<file path="src/rtl/torus_pkg.sv">
package torus_pkg;

    // Output channels of the node: ejection plus two virtual channels per link.
    typedef enum logic [2:0] {
        CH_EJ = 3'd0,
        CH_X0 = 3'd1,
        CH_X1 = 3'd2,
        CH_Y0 = 3'd3,
        CH_Y1 = 3'd4
    } chan_e;

    localparam int NQ      = 5;   // input queues
    localparam int NCH     = 5;   // output channels
    localparam int QIDX_W  = 3;

    // Input queue numbering, also the round-robin order.
    localparam int Q_INJ = 0;
    localparam int Q_XV0 = 1;
    localparam int Q_XV1 = 2;
    localparam int Q_YV0 = 3;
    localparam int Q_YV1 = 4;

    typedef struct packed {
        logic                held;
        logic [QIDX_W-1:0]   owner;
    } chan_state_t;

    function automatic int coord_w(int n);
        return (n > 1) ? $clog2(n) : 1;
    endfunction

    function automatic logic [QIDX_W-1:0] oh_to_idx(logic [NQ-1:0] oh);
        logic [QIDX_W-1:0] r;
        r = '0;
        for (int i = 0; i < NQ; i++) begin
            if (oh[i]) r = QIDX_W'(i);
        end
        return r;
    endfunction

endpackage

</file>
<file path="src/rtl/torus_vc_fifo.sv">
module torus_vc_fifo #(
    parameter int W     = 18,
    parameter int DEPTH = 4
) (
    input  logic         clk,
    input  logic         rst,
    input  logic         push,
    input  logic [W-1:0] din,
    input  logic         pop,
    output logic [W-1:0] dout,
    output logic         empty,
    output logic         full
);
    localparam int AW = (DEPTH > 1) ? $clog2(DEPTH) : 1;
    localparam int CW = $clog2(DEPTH + 1);

    logic [W-1:0]  mem [DEPTH];
    logic [AW-1:0] wp, rp;
    logic [CW-1:0] cnt;
    logic          do_wr, do_rd;

    function automatic logic [AW-1:0] step(logic [AW-1:0] p);
        return (p == AW'(DEPTH - 1)) ? '0 : p + 1'b1;
    endfunction

    assign empty = (cnt == '0);
    assign full  = (cnt == CW'(DEPTH));
    assign do_wr = push && !full;
    assign do_rd = pop && !empty;
    assign dout  = mem[rp];

    always_ff @(posedge clk) begin
        if (do_wr) mem[wp] <= din;
    end

    always_ff @(posedge clk) begin
        if (rst) begin
            wp  <= '0;
            rp  <= '0;
            cnt <= '0;
        end else begin
            if (do_wr) wp <= step(wp);
            if (do_rd) rp <= step(rp);
            case ({do_wr, do_rd})
                2'b10:   cnt <= cnt + 1'b1;
                2'b01:   cnt <= cnt - 1'b1;
                default: cnt <= cnt;
            endcase
        end
    end
endmodule

</file>
<file path="src/rtl/torus_rr_arb.sv">
module torus_rr_arb #(
    parameter int N = 5
) (
    input  logic         clk,
    input  logic         rst,
    input  logic [N-1:0] req,
    input  logic         adv,
    output logic [N-1:0] gnt
);
    localparam int PW = (N > 1) ? $clog2(N) : 1;

    logic [PW-1:0] ptr, win;
    logic          found;

    always_comb begin
        gnt   = '0;
        win   = '0;
        found = 1'b0;
        for (int i = 0; i < N; i++) begin
            if (!found && req[(int'(ptr) + i) % N]) begin
                gnt[(int'(ptr) + i) % N] = 1'b1;
                win   = PW'((int'(ptr) + i) % N);
                found = 1'b1;
            end
        end
    end

    always_ff @(posedge clk) begin
        if (rst) begin
            ptr <= '0;
        end else if (adv && found) begin
            ptr <= (win == PW'(N - 1)) ? '0 : win + 1'b1;
        end
    end
endmodule

</file>
<file path="src/rtl/torus_route.sv">
module torus_route
    import torus_pkg::*;
#(
    parameter int XN      = 4,
    parameter int YN      = 4,
    parameter int MY_X    = 0,
    parameter int MY_Y    = 0,
    parameter int XW      = 2,
    parameter int YW      = 2,
    parameter bit ON_XVC1 = 1'b0,
    parameter bit ON_YVC1 = 1'b0
) (
    input  logic [XW+YW-1:0] dest,
    output chan_e            ch
);
    localparam bit X_WRAP = (MY_X == XN - 1);
    localparam bit Y_WRAP = (MY_Y == YN - 1);

    logic [XW-1:0] dx;
    logic [YW-1:0] dy;

    assign dx = dest[XW-1:0];
    assign dy = dest[XW+YW-1:XW];

    always_comb begin
        if (dx != XW'(MY_X)) begin
            ch = (ON_XVC1 || X_WRAP) ? CH_X1 : CH_X0;
        end else if (dy != YW'(MY_Y)) begin
            ch = (ON_YVC1 || Y_WRAP) ? CH_Y1 : CH_Y0;
        end else begin
            ch = CH_EJ;
        end
    end
endmodule

</file>
<file path="src/rtl/torus_node.sv">
module torus_node
    import torus_pkg::*;
#(
    parameter int XN    = 4,
    parameter int YN    = 4,
    parameter int MY_X  = 3,
    parameter int MY_Y  = 2,
    parameter int DW    = 16,
    parameter int DEPTH = 4
) (
    input  logic                 clk,
    input  logic                 rst,
    input  logic                 inj_valid,
    input  logic [DW+1:0]        inj_flit,
    output logic                 inj_ready,
    input  logic                 xi_valid,
    input  logic                 xi_vc,
    input  logic [DW+1:0]        xi_flit,
    output logic [1:0]           xi_ready,
    input  logic                 yi_valid,
    input  logic                 yi_vc,
    input  logic [DW+1:0]        yi_flit,
    output logic [1:0]           yi_ready,
    output logic                 xo_valid,
    output logic                 xo_vc,
    output logic [DW+1:0]        xo_flit,
    input  logic [1:0]           xo_ready,
    output logic                 yo_valid,
    output logic                 yo_vc,
    output logic [DW+1:0]        yo_flit,
    input  logic [1:0]           yo_ready,
    output logic                 ej_valid,
    output logic [DW+1:0]        ej_flit,
    input  logic                 ej_ready
);
    localparam int XW = coord_w(XN);
    localparam int YW = coord_w(YN);
    localparam int FW = DW + 2;
    localparam int HB = FW - 1;
    localparam int TB = FW - 2;

    // ---------------- input queues ----------------
    logic [NQ-1:0] q_push, q_pop, q_empty, q_full, q_is_head, q_busy;
    logic [FW-1:0] q_din  [NQ];
    logic [FW-1:0] q_head [NQ];
    chan_e         q_route[NQ];

    assign q_din[Q_INJ] = inj_flit;
    assign q_din[Q_XV0] = xi_flit;
    assign q_din[Q_XV1] = xi_flit;
    assign q_din[Q_YV0] = yi_flit;
    assign q_din[Q_YV1] = yi_flit;

    assign inj_ready = !q_full[Q_INJ];
    assign xi_ready  = {!q_full[Q_XV1], !q_full[Q_XV0]};
    assign yi_ready  = {!q_full[Q_YV1], !q_full[Q_YV0]};

    assign q_push[Q_INJ] = inj_valid && inj_ready;
    assign q_push[Q_XV0] = xi_valid && !xi_vc && xi_ready[0];
    assign q_push[Q_XV1] = xi_valid &&  xi_vc && xi_ready[1];
    assign q_push[Q_YV0] = yi_valid && !yi_vc && yi_ready[0];
    assign q_push[Q_YV1] = yi_valid &&  yi_vc && yi_ready[1];

    for (genvar q = 0; q < NQ; q++) begin : g_q
        torus_vc_fifo #(.W(FW), .DEPTH(DEPTH)) u_fifo (
            .clk   (clk),
            .rst   (rst),
            .push  (q_push[q]),
            .din   (q_din[q]),
            .pop   (q_pop[q]),
            .dout  (q_head[q]),
            .empty (q_empty[q]),
            .full  (q_full[q])
        );

        torus_route #(
            .XN(XN), .YN(YN), .MY_X(MY_X), .MY_Y(MY_Y), .XW(XW), .YW(YW),
            .ON_XVC1(q == Q_XV1), .ON_YVC1(q == Q_YV1)
        ) u_route (
            .dest (q_head[q][XW+YW-1:0]),
            .ch   (q_route[q])
        );

        assign q_is_head[q] = !q_empty[q] && q_head[q][HB];
    end

    // ---------------- output channel allocation ----------------
    chan_state_t   cs        [NCH];
    logic [NQ-1:0] alloc_req [NCH];
    logic [NQ-1:0] alloc_gnt [NCH];
    logic [NCH-1:0] ch_avail, ch_send;
    logic [FW-1:0]  ch_flit [NCH];

    always_comb begin
        q_busy = '0;
        for (int c = 0; c < NCH; c++) begin
            for (int q = 0; q < NQ; q++) begin
                if (cs[c].held && cs[c].owner == QIDX_W'(q)) q_busy[q] = 1'b1;
            end
        end
    end

    always_comb begin
        for (int c = 0; c < NCH; c++) begin
            for (int q = 0; q < NQ; q++) begin
                alloc_req[c][q] = q_is_head[q] && (q_route[q] == chan_e'(c))
                                  && !cs[c].held && !q_busy[q];
            end
        end
    end

    for (genvar c = 0; c < NCH; c++) begin : g_ch
        torus_rr_arb #(.N(NQ)) u_alloc (
            .clk (clk),
            .rst (rst),
            .req (alloc_req[c]),
            .adv (!cs[c].held),
            .gnt (alloc_gnt[c])
        );

        assign ch_flit[c]  = q_head[cs[c].owner];
        assign ch_avail[c] = cs[c].held && !q_empty[cs[c].owner];

        always_ff @(posedge clk) begin
            if (rst) begin
                cs[c] <= '0;
            end else if (!cs[c].held && (alloc_gnt[c] != '0)) begin
                cs[c].held  <= 1'b1;
                cs[c].owner <= oh_to_idx(alloc_gnt[c]);
            end else if (ch_send[c] && ch_flit[c][TB]) begin
                cs[c].held  <= 1'b0;
            end
        end
    end

    // ---------------- link switch: one flit per link per cycle ----------------
    logic [1:0]    lk_rdy   [2];
    logic [1:0]    lk_gnt   [2];
    logic          lk_valid [2];
    logic          lk_vc    [2];
    logic [FW-1:0] lk_flit  [2];

    assign lk_rdy[0] = xo_ready;
    assign lk_rdy[1] = yo_ready;

    for (genvar l = 0; l < 2; l++) begin : g_link
        localparam int C0 = 1 + 2 * l;
        localparam int C1 = 2 + 2 * l;
        logic [1:0] vc_req;

        assign vc_req = {ch_avail[C1] && lk_rdy[l][1], ch_avail[C0] && lk_rdy[l][0]};

        torus_rr_arb #(.N(2)) u_vcsel (
            .clk (clk),
            .rst (rst),
            .req (vc_req),
            .adv (1'b1),
            .gnt (lk_gnt[l])
        );

        assign ch_send[C0] = lk_gnt[l][0];
        assign ch_send[C1] = lk_gnt[l][1];
        assign lk_valid[l] = |lk_gnt[l];
        assign lk_vc[l]    = lk_gnt[l][1];
        assign lk_flit[l]  = lk_gnt[l][1] ? ch_flit[C1] : ch_flit[C0];
    end

    assign xo_valid = lk_valid[0];
    assign xo_vc    = lk_vc[0];
    assign xo_flit  = lk_flit[0];
    assign yo_valid = lk_valid[1];
    assign yo_vc    = lk_vc[1];
    assign yo_flit  = lk_flit[1];

    // ---------------- ejection ----------------
    assign ej_valid       = ch_avail[CH_EJ];
    assign ej_flit        = ch_flit[CH_EJ];
    assign ch_send[CH_EJ] = ch_avail[CH_EJ] && ej_ready;

    always_comb begin
        q_pop = '0;
        for (int c = 0; c < NCH; c++) begin
            if (ch_send[c]) q_pop[cs[c].owner] = 1'b1;
        end
    end
endmodule

</file>
<file path="config.mk">
export PLATFORM = sky130hd
export DESIGN_NAME = torus_node
export DESIGN_NICKNAME = d
export VERILOG_FILES = /design/src/rtl/torus_pkg.sv /design/src/rtl/torus_vc_fifo.sv /design/src/rtl/torus_rr_arb.sv /design/src/rtl/torus_route.sv /design/src/rtl/torus_node.sv
export SDC_FILE = /design/constraint.sdc
export NUM_CORES = 1
export LEC_CHECK = 0
export BUFFER_PORTS_ARGS = -buffer_cell sky130_fd_sc_hd__buf_2
export CAP_MARGIN = 20
export CORE_AREA = 2 2 269 271
export CTS_BUF_LIST = sky130_fd_sc_hd__clkbuf_4 sky130_fd_sc_hd__clkbuf_8
export CTS_CLUSTER_DIAMETER = 200
export DETAILED_ROUTE_END_ITERATION = 7
export DIE_AREA = 0 0 271 273
export PLACE_DENSITY = 0.58
export SKIP_CTS_REPAIR_TIMING = 1
export SLEW_MARGIN = 15
export SYNTH_ARGS = -nofsm -noshare
export SYNTH_HDL_FRONTEND = slang
export SYNTH_SLANG_ARGS = --single-unit
</file>
<file path="constraint.sdc">
create_clock -name clk -period 6.2 [get_ports clk]
set_clock_uncertainty 0.1 [all_clocks]
set_input_delay 0.62 -clock clk [delete_from_list [all_inputs] [get_ports clk]]
set_output_delay 0.62 -clock clk [all_outputs]
set_load 0.01 [all_outputs]
</file>
==> flow_summary_export.csv, run 1 <==
group,metric,value,unit
finish,final_core_util,45.40,%
critical_path,worst-path-max-fanout,10,
die,die_area,73980,sq um
power_and_ir_drop,p_seq_share,26.3,%
die,die_h,273,um
synthesis,synth_area_leaders,"edfxtp_1, mux4_2, ha_1",
detailed_routing,dr.pass1.iters,8,
clock_tree,cts_buffers,74,
detailed_routing,vias,22310,
sta,slew_viol_final,0,
power_and_ir_drop,powerDensity,442.1,nW/um^2
worst_hold_path,hold_class,"primary input to register",
worst_hold_path,worstHoldEndpoint,"g_q[0].u_fifo.mem[1][13]",
sta,rsz0062_at_grt,"false",
detailed_routing,drtIter0Drc,2307,
worst_hold_path,holdPathStages,1,
power_and_ir_drop,combPwrFrac,55.3,%
synthesis,synth.distinct_cells,124,
die,die_x,271,um
critical_path,r2r_cells,20,
synthesis,yosys_warnings,0,
critical_path,cp-end-kind,"register",
synthesis,synth_edf_count,380,
clock_tree,clock_latency,0.66,ns
clock_tree,clock-root-buffer,"clkbuf_8",
power_and_ir_drop,power.internal,0.007869,W
global_route,grt_max_degree,62,
critical_path,r2r-end,"cs[0][0]",
placed_design,place.port_buffers,129,
synthesis,netlist_instances,2491,
sta,slew_headroom,25.53,%
power_and_ir_drop,leakage,11.42,nW
clock_tree,clockBufferDepth,3,
synthesis,yosysMostFrequentCell,"edfxtp_1",
global_route,grt_util_all_layers,23.12,%
run_status,status,"finished clean",
synthesis,yosysTopAreaCell,"edfxtp_1",
global_route,grt-ovfl-total,0,
sta,setup-tns-final,0,ns
synthesis,syn_area_per_cell,11.57,sq um
die,coreArea,71000,sq um
critical_path,path_cells,"inv_1 > ha_1 > inv_1 > ha_1 > inv_1 > ha_1 > or3_1 > and2_1 > xnor2_2 > ha_1 > inv_1 > nor2_1 > o22ai_2 > mux2i_1 > or4_4 > o221a_4 > o2111ai_2 > nor2b_1 > a2111oi_4 > nand3_1",
detailed_routing,detail-route-antenna-nets,0,
detailed_routing,wl_per_cell,24.05,um
clock_tree,path_clk_slew,0.06,ns
sta,finalHoldWorstSlack,0.06965,ns
detailed_routing,drcViolationCount,0,
detailed_routing,postRouteWirelength,87.54,mm
synthesis,synth-main-ff-cell,"edfxtp_1",
clock_tree,clock_sinks,439,
sta,finalSetupViolCount,0,
global_route,grt_pass1_vias,21710,
synthesis,netlist_area,28830,sq um
die,ios,130,
critical_path,crit_cells,20,
critical_path,slowest_delay,0.52,ns
finish,stdcell_count,3640,
placed_design,place_hpwl,62.88,mm
power_and_ir_drop,ir_drop,0.0002002,V
critical_path,crit_type,"register to register",
critical_path,r2r_slack,0.39,ns
finish,layout-area-overhead-vs-synth,11.80,%
critical_path,cp-start-kind,"register",
critical_path,worst_path_max_delay_cell,"or4_4",
critical_path,rr_startpoint,"g_ch[0].u_alloc.ptr[1]",
sta,fin_crit_sh,93.71,%
synthesis,synth_top_area_share,39.58,%
global_route,grt_pass1_wl,132.0,mm
power_and_ir_drop,switchingPower,0.006379,W
finish,drive_above_1_share,21.54,%
sta,max_slew.worst_pin.slew,1.112,ns
finish,nNetsFinal,2855,
worst_hold_path,min_from,"inj_flit[13]",
synthesis,synth_common_cells,"edfxtp_1, nor2_1, nand2_1",
placed_design,dp.cells,3491,
synthesis,synthArstFlopShare,0,%
power_and_ir_drop,clockPowerShare,18.3,%
critical_path,cp.arrival,6.06,ns
sta,max_freq,172.1,MHz
placed_design,gp_congestion,0.9273,
sta,finalHoldViolations,0,
clock_tree,htreeDepth,3,
die,rows,98,
run,drv_cap,0,
power_and_ir_drop,swShare,44.77,%
finish,fillers,6481,
critical_path,cpLargestDelayFamily,"simple AND/OR/NAND/NOR gates",
global_route,antenna_found_initial,9,
detailed_routing,vias_per_cell,6.129,
critical_path,cp.required,6.45,ns
critical_path,crit_buf_inv,4,
clock_tree,cts_tree,"done",
synthesis,synth_seq_cells,439,
synthesis,synth_seq_area_share,43.68,%
die,start_util,40.61,%
sta,min_period,5.810,ns
## state kept, by name, indices dropped and copies added (netlist names), named ones only
register and count:
g_ch.u_alloc.ptr 12, g_q.u_fifo.wp 10, g_q.u_fifo.cnt 15, g_q.u_fifo.rp 10, cs 20, g_q.u_fifo.mem 360
## placed cells by master (no fill, tap or decap), types with 11 or more instances in the layout
master    instances
o21ai_0         109
or3_1            21
inv_1           130
xnor2_1          35
buf_2           129
mux2i_1          76
and2_1           27
dfxtp_1          58
mux4_2          158
a21oi_1         129
nor2b_1          30
nand4_1          18
clkbuf_8         78
edfxtp_1        380
a22oi_1          14
nor2_1          183
buf_4            44
o21a_1           11
and3_1           19
ha_1            153
o22ai_1          21
clkinv_1         25
a31oi_1          46
conb_1           11
o31ai_1          14
nand3_1          49
nand2_1         180
a221oi_1         47
mux2_2           16
o211ai_1         11
nor3_1           36
nand2b_1         18
clkbuf_4         20
a211oi_1         27
xor2_1           17
nor4_1           23
a21o_1           11
## kinds of logic (layout without fill, tap and decap cells)
logic type	Yosys count	in the layout	share of synthesized area (%)
simple gates	714	714	13.23
compound gates	588	588	14.47
flops	439	439	43.68
buf+inv	279	467	3.963
mux	253	253	15.76
fa+ha+maj	161	161	7.170
xor+xnor	55	55	1.697
other cells	2	13	0.02605
## cell type report
cell class / count / area [sq um] / share of cell area (%)
inverters: 147 / 554.3 / 1.720
well taps: 950 / 1189 / 3.688
clock buffers: 98 / 1224 / 3.797
repair buffers: 184 / 1191 / 3.696
clock inverters: 38 / 287.8 / 0.8929
diodes: 2 / 5.005 / 0.01553
multi-input cells: 1782 / 15190 / 47.12
flip-flops and latches: 439 / 12590 / 39.07
## power groups by stage
stage	logic, W	registers (W)	clock network (W)
5_1_grt	0.00853	0.00378	0.00281
2_1_floorplan	0.00564	0.00361	0
3_3_place_gp	0.00755	0.00379	0
4_1_cts	0.00772	0.00375	0.00268
6_report	0.00789	0.00375	0.00261
3_5_place_dp	0.00768	0.00381	0
## per-stage QoR
stage | power, W | setup slack [ns] | instance area (sq um)
6_report | 0.01425 | 0.3902 | 32230
5_1_grt | 0.01512 | 0.01342 | 32230
4_1_cts | 0.01414 | 0.2692 | 31970
3_5_place_dp | 0.01148 | 0.3256 | 30460
3_3_place_gp | 0.01134 | 0.5213 | 30460
2_1_floorplan | 0.009249 | 0.2223 | 28860
## metal layers
| layer | part of all wire, % | vias up | GRT usage, % |
|---|---|---|---|
| met3 | 8.2 | 168 | 4.639 |
| li1 | - | 9993 | - |
| met4 | 3.0 | 12 | 7.895 |
| met1 | 40 | 11060 | 29.91 |
| met2 | 48 | 1073 | 38.74 |
| met5 | 0.083 | - | 0 |
## worst max path at each step
stage / start / to / slack (ns)
after floorplan: g_ch[0].u_alloc.ptr[0] / cs[0][0] / 0.22
after global placement: g_ch[0].u_alloc.ptr[1] / g_ch[0].u_alloc.ptr[0] / 0.52
after detailed placement: g_ch[0].u_alloc.ptr[1] / cs[0][0] / 0.33
after CTS: g_ch[0].u_alloc.ptr[1] / cs[0][0] / 0.27
after global routing: g_ch[2].u_alloc.ptr[1] / g_ch[2].u_alloc.ptr[2] / 0.01
final: g_ch[0].u_alloc.ptr[1] / cs[0][0] / 0.39
## worst register-to-register path, delay by kind of cell (launching register included)
family / cells / cell delay (ns)
AO/OA/AOI/OAI: 4 / 1.12
XOR/XNOR: 1 / 0.22
adder cells (fa/ha/maj): 4 / 1.18
buffers and inverters: 4 / 0.56
flip-flops: 1 / 0.39
multiplexers: 1 / 0.21
AND/OR/NAND/NOR: 6 / 1.74
Power figures use the tool's default switching activity.
==> inputs of run 2 (changes only) <==
--- a/config.mk
+++ b/config.mk
@@ -7,13 +7,12 @@
 export LEC_CHECK = 0
 export BUFFER_PORTS_ARGS = -buffer_cell sky130_fd_sc_hd__buf_2
 export CAP_MARGIN = 20
-export CORE_AREA = 2 2 269 271
+export CORE_AREA = 2 2 226 228
 export CTS_BUF_LIST = sky130_fd_sc_hd__clkbuf_4 sky130_fd_sc_hd__clkbuf_8
 export CTS_CLUSTER_DIAMETER = 200
 export DETAILED_ROUTE_END_ITERATION = 7
-export DIE_AREA = 0 0 271 273
-export PLACE_DENSITY = 0.58
-export SKIP_CTS_REPAIR_TIMING = 1
+export DIE_AREA = 0 0 228 230
+export PLACE_DENSITY = 0.78
 export SLEW_MARGIN = 15
 export SYNTH_ARGS = -nofsm -noshare
 export SYNTH_HDL_FRONTEND = slang
==> flow_summary_export.csv, run 2 (same netlist as run 1, synthesis figures left out) <==
group,metric,value,unit
sta,max_slew.worst_pin.slew,1.094,ns
clock_tree,clock_latency,0.65,ns
clock_tree,clock-root-buffer,"clkbuf_8",
die,start_util,57.82,%
die,die_area,52440,sq um
clock_tree,ctsHoldBuffers,0,
critical_path,r2r_slack,0.40,ns
global_route,antenna_found_initial,7,
critical_path,r2r_cells,20,
finish,regMostFlops,"g_q.u_fifo.mem",
finish,drive_above_1_share,20.83,%
detailed_routing,drtIter0Drc,2424,
critical_path,r2r-end,"g_ch[2].u_alloc.ptr[2]",
global_route,grt_pass1_wl,125.4,mm
global_route,grt_pass1_vias,22190,
die,ios,130,
global_route,grt_max_degree,62,
detailed_routing,drcViolationCount,0,
critical_path,crit_type,"register to register",
power_and_ir_drop,powerDensity,447.7,nW/um^2
clock_tree,clockBufferDepth,3,
finish,stdcell_count,3343,
die,rows,82,
die,coreArea,49860,sq um
finish,layout-area-overhead-vs-synth,9.882,%
sta,min_period,5.800,ns
run,drv_cap,0,
clock_tree,clock_sinks,439,
finish,layout_common_cells,"edfxtp_1, nor2_1, nand2_1, mux4_2, ha_1",
power_and_ir_drop,leakage,11.32,nW
placed_design,gp_congestion,0.9747,
power_and_ir_drop,power.internal,0.007934,W
die,die_h,230,um
detailed_routing,wl_per_cell,24.38,um
detailed_routing,dr.pass1.iters,7,
clock_tree,cts_buffers,69,
sta,finalSetupViolCount,0,
critical_path,path_cells,"inv_1 > ha_1 > clkinv_1 > ha_1 > nor3_1 > nor2_1 > xnor2_2 > ha_1 > and3_1 > a41o_1 > or3_1 > and2_1 > a221oi_2 > or2_1 > nor3_1 > a211oi_1 > inv_1 > ha_1 > and4_4 > o31a_1",
clock_tree,cts_setup_buffers,0,
critical_path,cp-start-kind,"register",
sta,slew_headroom,26.11,%
critical_path,crit_buf_inv,3,
finish,multi_input_area,15180,sq um
detailed_routing,detail-route-antenna-nets,0,
power_and_ir_drop,swShare,44.06,%
sta,rsz0062_at_grt,"false",
sta,finalHoldViolations,0,
global_route,grt-ovfl-total,0,
placed_design,place.port_buffers,129,
critical_path,cp.arrival,6.23,ns
detailed_routing,postRouteWirelength,81.51,mm
finish,final_core_util,63.53,%
clock_tree,cts.repair.resized,0,
worst_hold_path,min_from,"inj_flit[11]",
detailed_routing,vias,22580,
finish,fillers,3794,
placed_design,dp.cells,3210,
critical_path,worst-path-max-fanout,11,
finish,register_area,12590,sq um
run_status,status,"finished clean",
clock_tree,path_clk_slew,0.06,ns
power_and_ir_drop,p_seq_share,26.1,%
worst_hold_path,hold_class,"primary input to register",
power_and_ir_drop,combPwrFrac,55.2,%
critical_path,startpoint,"g_ch[2].u_alloc.ptr[1]",
placed_design,place_hpwl,58.13,mm
critical_path,cp-end-kind,"register",
placed_design,place_ws,0.2424,ns
finish,largest_reg_flops,360,
critical_path,cpLargestDelayFamily,"simple AND/OR/NAND/NOR gates",
global_route,grt_util_all_layers,30.68,%
critical_path,worst_path_max_delay_cell,"dfxtp_1",
critical_path,slowest_delay,0.59,ns
critical_path,rr_startpoint,"g_ch[2].u_alloc.ptr[1]",
sta,max_freq,172.4,MHz
clock_tree,htreeDepth,3,
sta,layout_setup_ws,0.3998,ns
power_and_ir_drop,switchingPower,0.006248,W
sta,setup-tns-final,0,ns
sta,slew_viol_final,0,
finish,layout_commonest_cell,"edfxtp_1",
critical_path,cp.required,6.63,ns
critical_path,crit_cells,20,
power_and_ir_drop,ir_drop,0.0003316,V
power_and_ir_drop,clockPowerShare,18.6,%
clock_tree,cts_tree,"done",
critical_path,path_common_cell,"ha_1",
finish,nNetsFinal,2838,
detailed_routing,vias_per_cell,6.753,
sta,fin_crit_sh,93.55,%
finish,reg_top3,"g_q.u_fifo.mem: 360 flops, cs: 20 flops, g_q.u_fifo.cnt: 15 flops",
die,die_x,228,um
critical_path,crit_end,"g_ch[2].u_alloc.ptr[2]",
==> run 2: power groups by stage <==
stage | clock network [W] | logic [W] | registers [W]
floorplan | 0 | 0.00564 | 0.00361
global placement | 0 | 0.00735 | 0.00375
detailed placement | 0 | 0.00756 | 0.00376
CTS | 0.00267 | 0.00760 | 0.00370
global route | 0.00278 | 0.00841 | 0.00373
finish | 0.00264 | 0.00783 | 0.00371
==> run 2: layout make-up <==
| type | instances | share of cell area [%] |
|---|---|---|
| Clock inverter | 24 | 0.9045 |
| Timing Repair Buffer | 172 | 3.105 |
| Sequential cell | 439 | 39.76 |
| Antenna cell | 6 | 0.04740 |
| Multi-Input combinational cell | 1782 | 47.91 |
| Tap cell | 672 | 2.654 |
| Clock buffer | 101 | 3.875 |
| Inverter | 147 | 1.750 |
==> run 2: metrics by stage <==
step                power [W]  area, sq um  hold WS (ns)
finish                0.01418        31680       0.08907
global placement      0.01110        30090        0.3709
global route          0.01492        31670       0.05239
CTS                   0.01397        31600       0.04527
detailed placement    0.01133        30090        0.3957
floorplan            0.009249        28860        0.3612
==> run 2: how the worst min path moves through the flow <==
stage	end	depth (start not counted)
2_1_floorplan	register	1
3_3_place_gp	g_q[2].u_fifo.rp[0]	2
3_5_place_dp	g_q[2].u_fifo.rp[0]	2
4_1_cts	g_q[0].u_fifo.mem[1][11]	1
5_1_grt	g_q[0].u_fifo.mem[3][8]	1
6_report	g_q[0].u_fifo.mem[1][11]	1
==> run 2: routing by layer <==
layer / global-route usage (%) / part of all wire (%) / vias up
met3: 8.123 / 9.9 / 242
met1: 37.03 / 37 / 11060
li1: - / - / 9957
met4: 14.75 / 4.6 / 4
met5: 0 / 0.025 / -
met2: 51.39 / 49 / 1314
